**config.mk**
```make
export PLATFORM = sky130hd
export DESIGN_NAME = sc_serial_rx
export DESIGN_NICKNAME = d
export VERILOG_FILES = /design/src/rtl/sc_rx_pkg.sv /design/src/rtl/sc_rx_bitclk.sv /design/src/rtl/sc_rx_shift.sv /design/src/rtl/sc_rx_flags.sv /design/src/rtl/sc_serial_rx.sv
export SDC_FILE = /design/constraint.sdc
export NUM_CORES = 1
export LEC_CHECK = 0
export BUFFER_PORTS_ARGS = -buffer_cell sky130_fd_sc_hd__buf_2
export CAP_MARGIN = 20
export CORE_MARGIN = 5
export CORE_UTILIZATION = 60
export CTS_CLUSTER_DIAMETER = 50
export DETAILED_ROUTE_END_ITERATION = 8
export PLACE_DENSITY = 0.81
export SLEW_MARGIN = 20
export SYNTH_ARGS = -nofsm -noshare
export SYNTH_HDL_FRONTEND = slang
export SYNTH_SLANG_ARGS = --single-unit
```
**constraint.sdc**
```tcl
create_clock -name clk -period 4.4 [get_ports clk]
set_clock_uncertainty 0.15 [all_clocks]
set_input_delay 0 -clock clk [delete_from_list [all_inputs] [get_ports clk]]
set_output_delay 0 -clock clk [all_outputs]
set_load 0.05 [all_outputs]
```
**src/rtl/sc_rx_pkg.sv**
```systemverilog
package sc_rx_pkg;
   typedef enum logic [2:0] {
      ST_IDLE,
      ST_START,
      ST_DATA,
      ST_PARITY,
      ST_STOP1,
      ST_STOP2
   } rx_state_t;

   localparam int MIN_PERIOD_W = 13;
endpackage

```
**src/rtl/sc_rx_bitclk.sv**
```systemverilog
// Bit timer: counts clocks within one bit and flags the centre and last clock.
module sc_rx_bitclk #(
   parameter int PERIOD_W = 13
) (
   input  logic                clk,
   input  logic                rst_n,
   input  logic                run,
   input  logic [PERIOD_W-1:0] period,
   output logic                mid_tick,
   output logic                end_tick
);
   logic [PERIOD_W-1:0] cnt;
   logic [PERIOD_W-1:0] half;
   logic [PERIOD_W-1:0] last;

   assign half     = period >> 1;
   assign last     = period - PERIOD_W'(1);
   assign mid_tick = run && (cnt == half);
   assign end_tick = run && (cnt == last);

   always_ff @(posedge clk or negedge rst_n) begin
      if (!rst_n) begin
         cnt <= '0;
      end else if (!run || end_tick) begin
         cnt <= '0;
      end else begin
         cnt <= cnt + PERIOD_W'(1);
      end
   end
endmodule

```
**src/rtl/sc_rx_shift.sv**
```systemverilog
// Data shifter: assembles the byte in either bit order.
module sc_rx_shift #(
   parameter int DATA_W = 8
) (
   input  logic              clk,
   input  logic              rst_n,
   input  logic              shift_en,
   input  logic              bit_in,
   input  logic              msb_first,
   output logic [DATA_W-1:0] data
);
   logic [DATA_W-1:0] nxt_lsb;
   logic [DATA_W-1:0] nxt_msb;

   generate
      if (DATA_W == 1) begin : g_single
         assign nxt_lsb = bit_in;
         assign nxt_msb = bit_in;
      end else begin : g_multi
         assign nxt_lsb = {bit_in, data[DATA_W-1:1]};
         assign nxt_msb = {data[DATA_W-2:0], bit_in};
      end
   endgenerate

   always_ff @(posedge clk or negedge rst_n) begin
      if (!rst_n) begin
         data <= '0;
      end else if (shift_en) begin
         data <= msb_first ? nxt_msb : nxt_lsb;
      end
   end
endmodule

```
**src/rtl/sc_rx_flags.sv**
```systemverilog
// Result flags and holding register for the received byte.
module sc_rx_flags #(
   parameter int DATA_W = 8
) (
   input  logic              clk,
   input  logic              rst_n,
   input  logic              done,
   input  logic              good,
   input  logic [DATA_W-1:0] data,
   input  logic              ack,
   output logic [DATA_W-1:0] rx_byte,
   output logic              byte_ready,
   output logic              overrun_err,
   output logic              frame_err
);
   always_ff @(posedge clk or negedge rst_n) begin
      if (!rst_n) begin
         rx_byte     <= '0;
         byte_ready  <= 1'b0;
         overrun_err <= 1'b0;
         frame_err   <= 1'b0;
      end else begin
         if (ack) begin
            byte_ready  <= 1'b0;
            overrun_err <= 1'b0;
            frame_err   <= 1'b0;
         end
         if (done) begin
            if (good) begin
               rx_byte    <= data;
               byte_ready <= 1'b1;
               if (byte_ready && !ack) begin
                  overrun_err <= 1'b1;
               end
            end else begin
               frame_err <= 1'b1;
            end
         end
      end
   end
endmodule

```
**src/rtl/sc_serial_rx.sv**
```systemverilog
module sc_serial_rx
   import sc_rx_pkg::*;
#(
   parameter int PERIOD_W    = 13,
   parameter int DATA_W      = 8,
   parameter int SYNC_STAGES = 2
) (
   input  logic                clk,
   input  logic                rst_n,
   input  logic                line_in,
   input  logic [PERIOD_W-1:0] bit_period,
   input  logic                msb_first,
   input  logic                odd_parity,
   input  logic                two_stop,
   input  logic                ack,
   output logic [DATA_W-1:0]   rx_byte,
   output logic                byte_ready,
   output logic                overrun_err,
   output logic                frame_err,
   output logic                start_seen,
   output logic                rx_active,
   output logic                frame_end
);
   localparam int IDX_W = (DATA_W > 1) ? $clog2(DATA_W) : 1;

   generate
      if (PERIOD_W < MIN_PERIOD_W) begin : g_bad_period_w
         $error("sc_serial_rx: PERIOD_W must be at least 13");
      end
      if (DATA_W < 1) begin : g_bad_data_w
         $error("sc_serial_rx: DATA_W must be positive");
      end
      if (SYNC_STAGES < 0) begin : g_bad_sync
         $error("sc_serial_rx: SYNC_STAGES must not be negative");
      end
   endgenerate

   // Line synchroniser, depth chosen by parameter
   logic line_s;
   logic line_q;

   generate
      if (SYNC_STAGES == 0) begin : g_nosync
         assign line_s = line_in;
      end else begin : g_sync
         logic [SYNC_STAGES-1:0] sync_r;
         always_ff @(posedge clk or negedge rst_n) begin
            if (!rst_n) begin
               sync_r <= '1;
            end else begin
               sync_r[0] <= line_in;
               for (int i = 1; i < SYNC_STAGES; i++) begin
                  sync_r[i] <= sync_r[i-1];
               end
            end
         end
         assign line_s = sync_r[SYNC_STAGES-1];
      end
   endgenerate

   always_ff @(posedge clk or negedge rst_n) begin
      if (!rst_n) line_q <= 1'b1;
      else        line_q <= line_s;
   end

   rx_state_t state;

   // Configuration held for the whole frame
   logic [PERIOD_W-1:0] cfg_period;
   logic                cfg_msb;
   logic                cfg_odd;
   logic                cfg_two;

   always_ff @(posedge clk or negedge rst_n) begin
      if (!rst_n) begin
         cfg_period <= '0;
         cfg_msb    <= 1'b0;
         cfg_odd    <= 1'b0;
         cfg_two    <= 1'b0;
      end else if (state == ST_IDLE) begin
         cfg_period <= bit_period;
         cfg_msb    <= msb_first;
         cfg_odd    <= odd_parity;
         cfg_two    <= two_stop;
      end
   end

   logic mid_tick;
   logic end_tick;

   sc_rx_bitclk #(.PERIOD_W(PERIOD_W)) u_bitclk (
      .clk      (clk),
      .rst_n    (rst_n),
      .run      (state != ST_IDLE),
      .period   (cfg_period),
      .mid_tick (mid_tick),
      .end_tick (end_tick)
   );

   logic [DATA_W-1:0] shift_data;

   sc_rx_shift #(.DATA_W(DATA_W)) u_shift (
      .clk       (clk),
      .rst_n     (rst_n),
      .shift_en  (mid_tick && (state == ST_DATA)),
      .bit_in    (line_s),
      .msb_first (cfg_msb),
      .data      (shift_data)
   );

   logic [IDX_W-1:0] bit_idx;
   logic             par_bit;
   logic             stop_bad;

   always_ff @(posedge clk or negedge rst_n) begin
      if (!rst_n) begin
         state     <= ST_IDLE;
         bit_idx   <= '0;
         par_bit   <= 1'b0;
         stop_bad  <= 1'b0;
         rx_active <= 1'b0;
      end else begin
         case (state)
            ST_IDLE: begin
               if (line_q && !line_s) begin
                  state    <= ST_START;
                  stop_bad <= 1'b0;
               end
            end
            ST_START: begin
               if (mid_tick) begin
                  if (line_s) state     <= ST_IDLE;
                  else        rx_active <= 1'b1;
               end else if (end_tick) begin
                  state   <= ST_DATA;
                  bit_idx <= '0;
               end
            end
            ST_DATA: begin
               if (end_tick) begin
                  if (bit_idx == IDX_W'(DATA_W - 1)) state <= ST_PARITY;
                  else bit_idx <= bit_idx + IDX_W'(1);
               end
            end
            ST_PARITY: begin
               if (mid_tick) par_bit <= line_s;
               if (end_tick) state   <= ST_STOP1;
            end
            ST_STOP1: begin
               if (mid_tick && !line_s) stop_bad <= 1'b1;
               if (end_tick) begin
                  if (cfg_two) begin
                     state <= ST_STOP2;
                  end else begin
                     state     <= ST_IDLE;
                     rx_active <= 1'b0;
                  end
               end
            end
            ST_STOP2: begin
               if (mid_tick && !line_s) stop_bad <= 1'b1;
               if (end_tick) begin
                  state     <= ST_IDLE;
                  rx_active <= 1'b0;
               end
            end
            default: state <= ST_IDLE;
         endcase
      end
   end

   logic parity_bad;
   assign parity_bad = ((^shift_data) ^ par_bit) != cfg_odd;
   assign start_seen = (state == ST_START);
   assign frame_end  = end_tick &&
                       (((state == ST_STOP1) && !cfg_two) || (state == ST_STOP2));

   sc_rx_flags #(.DATA_W(DATA_W)) u_flags (
      .clk         (clk),
      .rst_n       (rst_n),
      .done        (frame_end),
      .good        (!parity_bad && !stop_bad),
      .data        (shift_data),
      .ack         (ack),
      .rx_byte     (rx_byte),
      .byte_ready  (byte_ready),
      .overrun_err (overrun_err),
      .frame_err   (frame_err)
   );
endmodule

```
After elaboration in Yosys (flattened, before gate mapping)
Index checks and enable logic that the tools add are counted.
{"block": "totals", "regBits": 60, "rom_bits": 0, "mem_bits_rw": 0, "mem_count": 0, "output_inout_bits": 14, "latchBits": 0, "input_bits": 20, "elab_cells": 111}
{"block": "op_classes", "mux": 36, "add_sub_neg": 3, "eq_ne": 24, "n_reduce_logical": 30, "n_div": 0, "shift": 0, "n_lt_le_gt_ge": 0, "n_mul": 0, "n_bitwise": 1}
{"op": "$mux 3", "n": 13}
{"op": "$pmux 3 s6", "n": 1}
{"op": "$mux 1", "n": 17}
{"op": "$ne 2x2->1 const B", "n": 8}
{"op": "$add 13x1->13 const B", "n": 1}
{"op": "$eq 13x12->1", "n": 1}
{"op": "$eq 13x13->1", "n": 1}
{"op": "$mux 13", "n": 1}
{"op": "$sub 13x1->13 const B", "n": 1}
{"op": "$ne 2x1->1 const B", "n": 5}
{"op": "$eq 3x3->1 const B", "n": 3}
{"op": "$logic_and 1x1->1", "n": 9}
{"op": "$mux 8", "n": 1}
{"op": "$reduce_and 8->1", "n": 1}
{"op": "$reduce_xor 8->1", "n": 1}
{"op": "$eq 3x2->1 const B", "n": 2}
{"op": "$logic_not 1->1", "n": 6}
{"op": "$pmux 3 s2", "n": 1}
{"op": "$reduce_and 6->1", "n": 1}
{"op": "$reduce_bool 3->1", "n": 2}
{"op": "$reduce_and 5->1", "n": 1}
{"op": "$reduce_and 2->1", "n": 2}
{"op": "$reduce_bool 2->1", "n": 2}
{"op": "$add 3x1->3 const B", "n": 1}
{"op": "11 further kinds", "n": 12}

Longest topological paths before layout
Gate-level depths: netlist (run 1).
{"block": "logic_depth", "depth_word": 7, "mapped_depth": 11, "ltp_nobuf": 8}

Cells and area by module
Synthesis (run 1) repeated with hierarchy kept, for this count alone.
{"block": "hier_totals", "cells_unflattened": 316, "hier_area_um2": 3409.5}
{"module": "sc_serial_rx", "instances": 1, "seq_area_each_um2": 704.4, "cells_each": 106, "area_per_inst_um2": 1326.3}
{"module": "sc_rx_bitclk", "instances": 1, "seq_area_each_um2": 325.3, "cells_each": 148, "area_per_inst_um2": 1291.2}
{"module": "sc_rx_flags", "instances": 1, "seq_area_each_um2": 275.3, "cells_each": 27, "area_per_inst_um2": 409.1}
{"module": "sc_rx_shift", "instances": 1, "seq_area_each_um2": 200.2, "cells_each": 35, "area_per_inst_um2": 382.9}

Worst setup path after synthesis (run 1)
OpenSTA, ideal clock, no wires.
{"block": "synth_path", "path_kind": "register -> register", "startpoint": "register cfg_period[0]", "endpoint": "register rx_active", "synth_period_minus_slack_ns": 3.887, "setup_ns": 0.202, "arrival_ns": 3.535, "setup_slack_ns": 0.513, "path_buffers": 2, "required_ns": 4.048, "stages_incl_launch_ff": 10, "path_cell_list": "dfrtp_1 > buf_2 > inv_1 > ha_1 > buf_2 > or4b_1 > a311oi_2 > o211ai_1 > nor4_1 > nor2_1"}
{"block": "synth_via", "elab_chain_len": 5, "word_cells_on_any_way": 6, "classes_between": "1 x add/sub; 3 x eq/ne; 2 x reduce/logical"}
{"item": "start: declaration", "line": "sc_serial_rx.sv:69", "rtl": "logic [PERIOD_W-1:0] cfg_period;"}
{"item": "start signal: assignment", "line": "sc_serial_rx.sv:81", "rtl": "cfg_period <= bit_period;"}
{"item": "$sub 13x1->13 *", "line": "sc_rx_bitclk.sv:17", "rtl": "assign last = period - PERIOD_W'(1);"}
{"item": "$eq 13x13->1 *", "line": "sc_rx_bitclk.sv:19", "rtl": "assign end_tick = run && (cnt == last);"}
{"item": "$logic_and 1x1->1 *", "line": "sc_rx_bitclk.sv:19"}
{"item": "$ne 2x2->1 (no line)"}
{"item": "$reduce_and 6->1 (no line) *"}
{"item": "end signal: assignment", "line": "sc_serial_rx.sv:121", "rtl": "rx_active <= 1'b0;"}
{"item": "end signal: assignment", "line": "sc_serial_rx.sv:133", "rtl": "else rx_active <= 1'b1;"}
{"item": "end signal: assignment", "line": "sc_serial_rx.sv:156", "rtl": "rx_active <= 1'b0;"}
{"item": "end: declaration", "line": "sc_serial_rx.sv:21", "rtl": "output logic rx_active,"}
Mark *: on every way between the ends. The rest lies on a longest branch, timed or not.
A chain may end at the register's enable or synchronous reset.

Final worst setup path (run 1)
{"block": "layout_path", "startpoint": "register cfg_period[1]", "endpoint": "output port frame_end"}
{"block": "layout_via", "elab_chain_len": 4}
{"item": "$sub 13x1->13", "line": "sc_rx_bitclk.sv:17"}
{"item": "$eq 13x13->1", "line": "sc_rx_bitclk.sv:19"}
{"item": "$logic_and 1x1->1", "line": "sc_rx_bitclk.sv:19"}
{"item": "$logic_and 1x1->1", "line": "sc_serial_rx.sv:175", "rtl": "assign frame_end = end_tick &&"}
{"item": "end: declaration", "line": "sc_serial_rx.sv:22", "rtl": "output logic frame_end"}
Every way passes these cells.

==> impl_metrics.csv, run 1 <==
group,metric,value,unit
placement,routabilityCongestion,0.941,
critical_path,crit_required,4.25,ns
cells_and_area,n_antenna_cell,0,
synth,mappedNetlistArea,3450,sq um
cells_and_area,area_growth,16.6,%
pwr,power_leakage,0.00178,uW
routing,wl,7630,um
floorplanning,die_w,85.9,um
pwr,power.net_switching,888,uW
synth,synthCells,344,
critical_path,cp-start-kind,"flop",
placement,post-dp-hpwl,5330,um
timing,post-route-min-period,3.22,ns
timing,setup_tns_final,0,ns
critical_path,arrival,3.07,ns
floorplanning,floorplan.die.height,85.9,um
synth,synthesis.yosys.warnings,0,
timing,timing.final.crit_share,73.3,%
global_routing,first_pass_grt_wire_length,13600,um
routing,drt_pass1_iterations,4,
clock_network,ctsResizeCount,0,
timing,max_clock_freq,310,MHz
global_routing,globalRouteOverflowTotal,0,
pwr,ir_drop,0.331,mV
global_routing,grt_max_degree,61,
floorplanning,core_region_area,5540,sq um
synth,syn-mean-instance-area,10.0,sq um
timing,worst_pin_slew,0.837,ns
timing,final_setup_violation_count,0,
synth,synth.lib_cells_used.distinct,59,
pwr,power.share.sequential,41.3,%
cells_and_area,ff_latch_area,1510,sq um
clock_network,ctsRootBufferMaster,"sky130_fd_sc_hd__clkbuf_8",
synth,synth_fp_nets,368,
synth,async_reset_ff_share,100,%
clock_network,htree_levels,3,
run,timing.max_cap.violations,0,
floorplanning,top_level_ports,34,
placement,io_buffer_count,33,
timing,final_max_slew_viol_count,0,
synth,edff_count_synth,0,
cells_and_area,fillers,404,
synth,post-synth-top-area-fraction,41.3,%
pwr,power.internal,1320,uW
synth,ys_seq_area_share,43.6,%
critical_path,reg2regPathDepth,8,
run_status,run_status,"complete, no violations",
pwr,p_comb_share,35.9,%
cells_and_area,non_filler_cells_final,465,
synth,ys_ff_latch,60,
critical_path,worstSetupEndpointType,"primary output",
critical_path,cp_max_fo,12,
cells_and_area,final_nets,412,
routing,drt_first_iter_violations,191,
pwr,finalPower,2210,uW
synth,synth.top_cells.by_area,"sky130_fd_sc_hd__dfrtp_1 41%, sky130_fd_sc_hd__mux2_2 7.5%, sky130_fd_sc_hd__xnor2_1 6.3%, sky130_fd_sc_hd__xor2_1 4.6%, sky130_fd_sc_hd__nand2_1 3.2%",
clock_network,clock_buffer_count_from_cts,9,
pwr,power.clock.fraction,22.8,%
synth,synth_flop_cell,"sky130_fd_sc_hd__dfrtp_1",
timing,unrepaired_setup_endpoints_after_global_routing,"false",
global_routing,grt_antenna_before_repair,0,
floorplanning,effective_utilization_at_floorplan,62.3,%
routing,vias_after_detailed_routing,2716,
routing,routed_via_density,5.84,
clock_network,clk_pin_slew,0.08,ns
synth,synth_top_cell_by_area,"sky130_fd_sc_hd__dfrtp_1",
routing,routed_wire_length_per_instance,16.4,um
global_routing,grt_pass1_vias,2809,
clock_network,tritoncts_clock_tree,"done",
placement,place.detailed.instances,430,
routing,drtAntennaViolNets,0,
clock_network,cts_max_path_buffers,2,
pwr,cell_area_power_density,548,nW/um^2
routing,post-route-drc-count,0,
clock_network,clock_latency,0.35,ns
floorplanning,rows,27,
floorplanning,die_area,7370,sq um
cells_and_area,multi_input_comb_area,1830,sq um
critical_path,setup.worst_path.class,"reg -> out",
min_path,holdCritPathClass,"in -> reg",
timing,hold-worst-slack,0.159,ns
global_routing,grt_use_total,23.7,%
min_path,hold-path-cell-count,2,
pwr,power.share.switching,40.2,%
cells_and_area,post_route_cells_drive_above_1_share,22.9,%
timing,hold_violations,0,
timing,slew_headroom,43.9,%
clock_network,cts_sinks,60,
-- per-layer routing --
| layer | GRT usage, % | part of all wire, % | up-vias | routed length, um |
|---|---|---|---|---|
| met5 | 0 | 0 | - | 0 |
| met4 | 9.50 | 1.7 | 0 | 129 |
| met3 | 5.76 | 6.0 | 13 | 456 |
| met2 | 38.1 | 49 | 86 | 3720 |
| met1 | 31.0 | 44 | 1310 | 3330 |
| li1 | - | - | 1307 | - |
-- path summary, 6_finish.rpt --
kind                                           end              from  slack, ns
worst max-delay path                     frame_end     cfg_period[1]       1.18
worst min-delay path              g_sync.sync_r[0]           line_in       0.16
worst max register to register     u_bitclk.cnt[8]     cfg_period[1]       1.21
worst min register to register    g_sync.sync_r[1]  g_sync.sync_r[0]       0.21
max in group asynchronous            cfg_period[1]             rst_n       3.39
min in group asynchronous       u_flags.rx_byte[5]             rst_n       0.20
-- kinds of logic (layout without fill, tap and decap cells) --
logic type      count (synthesis)  in the layout  synth area share (%)
simple gates                  124            124                  19.2
flops                          60             60                  43.6
compound gates                 50             50                  10.4
xor+xnor                       44             44                  11.6
mux                            32             32                  10.1
buf+inv                        30             79                  3.70
fa+ha+maj                       4              4                  1.45
-- power by group through the flow --
stage	Combinational (uW)	Sequential, uW	Clock [uW]
2_1_floorplan	753	764	0
3_3_place_gp	747	910	0
3_5_place_dp	765	916	0
4_1_cts	783	906	514
5_1_grt	886	932	540
6_report	792	910	503
-- layout by cell type, fill, tap and decap left out, types with 5 or more instances in the layout --
master                          synthesis  layout
sky130_fd_sc_hd__o21ai_0               13      13
sky130_fd_sc_hd__nand4_1                7       7
sky130_fd_sc_hd__dfrtp_1               57      57
sky130_fd_sc_hd__nand2b_1               6       6
sky130_fd_sc_hd__mux2i_1                9       9
sky130_fd_sc_hd__nor3_1                10       9
sky130_fd_sc_hd__xor2_1                18      18
sky130_fd_sc_hd__and3_1                 5       5
sky130_fd_sc_hd__xnor2_1               25      25
sky130_fd_sc_hd__clkbuf_8               0       9
sky130_fd_sc_hd__buf_2                  9      33
sky130_fd_sc_hd__mux2_2                23      23
sky130_fd_sc_hd__a21oi_1                7       7
sky130_fd_sc_hd__inv_1                  9       9
sky130_fd_sc_hd__dlygate4sd3_1          0      19
sky130_fd_sc_hd__nand2_1               29      29
sky130_fd_sc_hd__nor2_1                29      29
sky130_fd_sc_hd__nor4_1                 5       5
sky130_fd_sc_hd__nand3_1                6       6
-- worst max-delay path, stage by stage (launching register included) --
cell and delay [ns]:
sky130_fd_sc_hd__dfrtp_1 0.51, sky130_fd_sc_hd__inv_1 0.09, sky130_fd_sc_hd__ha_1 0.32, sky130_fd_sc_hd__or4b_1 0.53, sky130_fd_sc_hd__a311oi_2 0.40, sky130_fd_sc_hd__o211ai_1 0.12, sky130_fd_sc_hd__nor4_1 0.42, sky130_fd_sc_hd__buf_2 0.34
-- Yosys cell counts (all sizes together), types with 9 or more instances --
cell type   n
xnor2      25
dfrtp      57
nor2       30
mux2i       9
clkbuf      9
inv         9
buf        12
mux2       23
nor3       11
nand2      29
xor2       18
o21ai      14
-- layout make-up --
cell class	instances	area share, %
Tap cell	72	2.24
Timing Repair Buffer	54	9.20
Clock buffer	9	3.08
Sequential cell	60	37.4
Clock inverter	7	1.90
Multi-Input combinational cell	254	45.4
Inverter	9	0.839
-- flip-flops by register name, indices dropped and copies added (netlist names), 2 cells and up --
register	cells
cfg_period	13
u_bitclk.cnt	13
u_flags.rx_byte	8
u_shift.data	8
bit_idx	3
state	3
g_sync.sync_r	2
-- per-stage QoR --
| stage | utilization [%] | setup slack, ns | instance area, sq um |
|---|---|---|---|
| 2_1_floorplan | - | 0.513 | 3450 |
| 3_3_place_gp | 65.6 | 1.35 | 3630 |
| 3_5_place_dp | 65.6 | 1.27 | 3630 |
| 4_1_cts | 72.7 | 1.16 | 4030 |
| 5_1_grt | 72.7 | 0.816 | 4030 |
| 6_report | 72.7 | 1.18 | 4030 |
-- timing repair --
| item | CTS | global route |
|---|---|---|
| hold buffers | 19 | 0 |
| hold endpoints to repair | 77 | 0 |
| buffers inserted | 0 | 0 |
Note: power is estimated with default switching activity, not from simulation.
==> run 2: changes to the inputs <==
- CORE_UTILIZATION: 60 -> 53
- PLACE_DENSITY: 0.81 -> 0.76
- clock period: 4.4 -> 2.7 ns (I/O delays scaled with it)
==> impl_metrics.csv, run 2 (synthesis gave the netlist of run 1 again) <==
group,metric,value,unit
routing,m1WireLength,3780,um
placement,pre_cts_slack,0.0168,ns
global_routing,grt_use_total,21.1,%
floorplanning,die_w,90.7,um
timing,final_max_slew_viol_count,0,
run_status,violations,"negative setup slack",
global_routing,globalRouteOverflowTotal,0,
timing,unrepaired_setup_endpoints_after_global_routing,"true",
global_routing,grt_pass1_vias,2861,
cells_and_area,post_route_cells_drive_above_1_share,33.1,%
cells_and_area,n_antenna_cell,0,
clock_network,cts_sinks,60,
critical_path,worstSetupEndpointType,"primary output",
floorplanning,effective_utilization_at_floorplan,54.4,%
pwr,ir_drop,0.605,mV
critical_path,cp-start-kind,"flop",
clock_network,htree_levels,3,
cells_and_area,area_growth,27.2,%
placement,post-dp-hpwl,5640,um
cells_and_area,final_area,4390,sq um
routing,drt_pass1_iterations,5,
pwr,cell_area_power_density,932,nW/um^2
cells_and_area,largestRegisters,"cfg_period: 13 flops, u_bitclk.cnt: 13 flops",
clock_network,cts_max_path_buffers,2,
clock_network,tritoncts_clock_tree,"done",
routing,vias_after_detailed_routing,2962,
placement,io_buffer_count,33,
routing,wl,8830,um
global_routing,grt_max_degree,61,
clock_network,clock_latency,0.36,ns
min_path,holdCritPathClass,"in -> reg",
timing,timing.final.crit_share,106,%
placement,placement.cell_area,3820,sq um
floorplanning,floorplan.die.height,90.7,um
clock_network,clock_buffer_count_from_cts,9,
critical_path,crit_required,2.55,ns
timing,slew_headroom,49.5,%
routing,route.top_layer_used,"met4",
global_routing,grt_antenna_before_repair,0,
cells_and_area,non_filler_cells_final,500,
clock_network,clk_pin_slew,0.07,ns
critical_path,cpMaxStageDelayCell,"sky130_fd_sc_hd__dfrtp_2",
floorplanning,die_area,8230,sq um
run,timing.max_cap.violations,0,
critical_path,crit_path_max_cell_delay,0.45,ns
routing,routed_wire_length_per_instance,17.7,um
run_status,run_status,"finished with violations",
timing,max_clock_freq,348,MHz
cells_and_area,fin_util,69.2,%
critical_path,critical_path.cell_chain,"inv_4 > ha_4 > buf_4 > nor2b_1 > or3_1 > a31oi_1 > buf_4 > o211ai_1 > nor4_4 > buf_6",
routing,met2_wirelength,4240,um
floorplanning,rows,29,
critical_path,timing.critical_path.mode_cell,"sky130_fd_sc_hd__buf_4",
routing,drtAntennaViolNets,0,
floorplanning,core_region_area,6350,sq um
cells_and_area,final_nets,442,
timing,worst_pin_slew,0.757,ns
timing,final_setup_violation_count,7,
routing,drt_first_iter_violations,195,
routing,routed_via_density,5.92,
critical_path,cp_max_fo,8,
global_routing,first_pass_grt_wire_length,14000,um
placement,place.detailed.instances,454,
pwr,power_leakage,0.00197,uW
cells_and_area,layout_common_cells,"52 x sky130_fd_sc_hd__dfrtp_1, 32 x sky130_fd_sc_hd__buf_2, 30 x sky130_fd_sc_hd__buf_4",
critical_path,setup.worst_path.class,"reg -> out",
timing,hold_violations,0,
timing,timing.final.ws_setup,-0.175,ns
placement,routabilityCongestion,0.862,
routing,post-route-drc-count,0,
floorplanning,top_level_ports,34,
cells_and_area,most_common_library_cell_in_the_layout_ignoring_fill_and_taps,"sky130_fd_sc_hd__dfrtp_1",
clock_network,ctsRootBufferMaster,"sky130_fd_sc_hd__clkbuf_8",
routing,detailroute.wirelength.met3,595,um
timing,post-route-min-period,2.88,ns
critical_path,arrival,2.73,ns
-- run 2: cell count changes in the layout (fill, tap and decap cells not counted), moves of 2 or more --
cell	delta
sky130_fd_sc_hd__buf_4	+28
sky130_fd_sc_hd__buf_6	+2
sky130_fd_sc_hd__clkinvlp_4	-2
sky130_fd_sc_hd__dfrtp_1	-5
sky130_fd_sc_hd__dfrtp_2	+5
sky130_fd_sc_hd__inv_1	-2
sky130_fd_sc_hd__inv_4	+2
sky130_fd_sc_hd__nand3_1	-2
sky130_fd_sc_hd__nand3_2	+2
sky130_fd_sc_hd__nor4_1	-2
sky130_fd_sc_hd__nor4_4	+2
-- run 2: final timing paths --
path / startpoint / endpoint / slack, ns / cells past startpoint
setup / recovery: cfg_period[1] / frame_end / -0.18 / 10
hold reg to reg: g_sync.sync_r[0] / g_sync.sync_r[1] / 0.21 / 0
setup reg to reg: cfg_period[1] / u_bitclk.cnt[5] / -0.05 / 11
hold / removal: line_in / g_sync.sync_r[0] / 0.13 / 2
max in group asynchronous: rst_n / cfg_period[1] / 1.69 / 3
min in group asynchronous: rst_n / cfg_period[9] / 0.18 / 3
-- run 2: layer usage --
metal  track usage, %  up-vias
li1                 -     1372
met1             28.4     1443
met2             32.8      121
met3             4.83       26
met4             8.68        0
met5                0        -
-- run 2: power by group --
group / internal, uW / leakage (uW) / switching [uW]
Combinational: 901 / 0.00110 / 943
Sequential: 1090 / 0.000764 / 328
Clock: 430 / 0.000104 / 400
-- run 2: worst max-delay path, delay by kind of cell (launching register included) --
kind	cells	cell delay, ns
AOI/OAI and AO/OA	2	0.33
adders and majority gates	1	0.17
DFF	1	0.45
and+or+nand+nor	3	0.84
buffers and inverters	4	0.58
-- run 2: metrics by stage --
step | total power [uW] | TNS (ns) | hold WS (ns)
4_1_cts | 3890 | -0.106 | 0.130
3_5_place_dp | 3020 | 0 | -0.0427
3_3_place_gp | 2960 | 0 | -0.0422
6_report | 4090 | -0.464 | 0.127
2_1_floorplan | 2560 | -0.0750 | -0.446
5_1_grt | 4320 | -2.11 | 0.146
-- run 2: what timing repair did --
action,CTS,global route
gates cloned,0,2
hold endpoints to repair,77,0
pin swaps,0,9
hold buffers,19,0
resized for setup,4,20
setup buffers,1,8
endpoints found under the setup margin,2,35
-- run 2: final cells by class --
type / instances / area [sq um]
Fill cell: 468 / 1960
Sequential cell: 60 / 1510
Timing Repair Buffer: 83 / 598
Inverter: 9 / 38.8
Clock buffer: 9 / 124
Clock inverter: 7 / 75.1
Tap cell: 77 / 96.3
Multi-Input combinational cell: 255 / 1950
==> run 3: changes to the inputs <==
- RECOVER_POWER: not set -> 100
==> impl_metrics.csv, run 3 (synthesis gave the netlist of run 1 again) <==
group,metric,value,unit
critical_path,arrival,2.72,ns
clock_network,cts_max_path_buffers,2,
clock_network,ctsRootBufferMaster,"sky130_fd_sc_hd__clkbuf_8",
timing,max_clock_freq,348,MHz
cells_and_area,most_common_library_cell_in_the_layout_ignoring_fill_and_taps,"sky130_fd_sc_hd__dfrtp_1",
critical_path,cp_max_fo,8,
floorplanning,top_level_ports,34,
pwr,cell_area_power_density,934,nW/um^2
routing,drt_pass1_iterations,5,
timing,setup_tns_final,-0.966,ns
timing,slew_headroom,2.65,%
pwr,power.share.switching,40.7,%
global_routing,grt_pass1_vias,2861,
routing,drtAntennaViolNets,0,
critical_path,timing.critical_path.from,"cfg_period[1]",
timing,post-route-min-period,2.87,ns
floorplanning,rows,29,
critical_path,regToRegStartpoint,"state[1]",
timing,unrepaired_setup_endpoints_after_global_routing,"true",
pwr,power.net_switching,1660,uW
timing,hold_violations,0,
placement,post-dp-hpwl,5640,um
pwr,ir_drop,0.598,mV
timing,worst_pin_slew,1.46,ns
global_routing,grt_max_degree,61,
cells_and_area,layout_common_cells,"52 x sky130_fd_sc_hd__dfrtp_1, 29 x sky130_fd_sc_hd__nor2_1, 28 x sky130_fd_sc_hd__nand2_1",
routing,post-route-drc-count,0,
clock_network,htree_levels,3,
min_path,min-delay-start,"line_in",
floorplanning,die_area,8230,sq um
floorplanning,floorplan.die.height,90.7,um
timing,final_setup_violation_count,13,
pwr,power.clock.fraction,20.3,%
floorplanning,effective_utilization_at_floorplan,54.4,%
floorplanning,core_region_area,6350,sq um
clock_network,tritoncts_clock_tree,"done",
global_routing,grt_antenna_before_repair,0,
critical_path,cp-start-kind,"flop",
global_routing,globalRouteOverflowTotal,0,
clock_network,cts_sinks,60,
run_status,violations,"negative setup slack",
critical_path,crit_required,2.55,ns
pwr,power.share.sequential,34.8,%
critical_path,setup.worst_path.class,"reg -> out",
critical_path,worstSetupEndpointType,"primary output",
placement,routabilityCongestion,0.862,
placement,io_buffer_count,33,
run,timing.max_cap.violations,0,
floorplanning,die_w,90.7,um
cells_and_area,area_growth,26.3,%
clock_network,clock_latency,0.35,ns
pwr,p_comb_share,44.9,%
global_routing,grt_use_total,21.1,%
cells_and_area,post_route_cells_drive_above_1_share,29.1,%
clock_network,clock_buffer_count_from_cts,9,
timing,timing.final.crit_share,106,%
routing,routed_wire_length_per_instance,17.5,um
clock_network,clk_pin_slew,0.07,ns
timing,timing.final.ws_setup,-0.172,ns
run_status,run_status,"finished with violations",
routing,routed_via_density,5.92,
timing,final_max_slew_viol_count,0,
pwr,power.internal,2420,uW
cells_and_area,final_nets,442,
cells_and_area,largestRegisters,"cfg_period: 13 flops, u_bitclk.cnt: 13 flops",
routing,drt_first_iter_violations,221,
pwr,power_leakage,0.00191,uW
routing,wl,8760,um
cells_and_area,n_antenna_cell,0,
min_path,holdCritPathClass,"in -> reg",
routing,vias_after_detailed_routing,2960,
placement,pre_cts_slack,0.0168,ns
global_routing,first_pass_grt_wire_length,14000,um
run 3: changes by cell type in the layout (fill, tap and decap cells not counted), sizes merged:
cell / before / now
clkbuf: 9 / 25
buf: 64 / 48
run 3: area by class of cell:
class,count,area (sq um)
fillers,473,1990
multi-input cells,255,1950
flip-flops and latches,60,1510
repair buffers,83,572
clock buffers,9,124
well taps,77,96.3
clock inverters,7,75.1
inverters,9,38.8
run 3: what timing repair did:
item                                   4_1_cts  5_1_grt
cloned                                       0        2
hold buffers                                19        0
setup buffers                                1        8
endpoints found under the hold margin       77        0
pin swaps                                    0        9
setup endpoints to repair                    2       35
resized for setup                            4       20
run 3: final timing paths:
check,to,slack (ns),cells past startpoint
min in group asynchronous,cfg_period[9],0.47,3
worst max-delay path,frame_end,-0.17,10
max in group asynchronous,cfg_period[1],0.98,3
worst min register to register,g_sync.sync_r[1],0.21,0
worst max register to register,u_bitclk.cnt[5],-0.11,7
worst min-delay path,g_sync.sync_r[0],0.13,2
run 3: worst max-delay path, stage by stage, from the launching register on:
cell                       delay (ns)
sky130_fd_sc_hd__dfrtp_2         0.45
sky130_fd_sc_hd__inv_4           0.05
sky130_fd_sc_hd__ha_4            0.17
sky130_fd_sc_hd__buf_4           0.16
sky130_fd_sc_hd__nor2b_1         0.12
sky130_fd_sc_hd__or3_1           0.34
sky130_fd_sc_hd__a31oi_1         0.19
sky130_fd_sc_hd__buf_4           0.16
sky130_fd_sc_hd__o211ai_1        0.14
sky130_fd_sc_hd__nor4_4          0.37
sky130_fd_sc_hd__buf_6           0.21
run 3: power groups by stage:
stage	clock, uW	combinational [uW]	sequential, uW
2_1_floorplan	0	1310	1250
3_3_place_gp	0	1560	1410
3_5_place_dp	0	1600	1420
4_1_cts	835	1650	1400
5_1_grt	873	1990	1450
6_report	828	1830	1420
run 3: routing by layer:
layer	track usage, %	vias up	share of wire (%)
met4	8.68	0	2.6
met2	32.8	109	48
met1	28.4	1453	43
met5	0	-	0
li1	-	1371	-
met3	4.83	27	6.0
run 3: stage by stage:
stage / hold WS (ns) / cells / cell area [sq um] / util (%) / power (uW)
2_1_floorplan: -0.446 / 344 / 3510 / - / 2560
3_3_place_gp: -0.0422 / 454 / 3820 / 60.2 / 2960
3_5_place_dp: -0.0427 / 454 / 3820 / 60.2 / 3020
4_1_cts: 0.130 / 490 / 4230 / 66.6 / 3890
5_1_grt: 0.146 / 500 / 4360 / 68.7 / 4310
6_report: 0.129 / 500 / 4360 / 68.7 / 4080
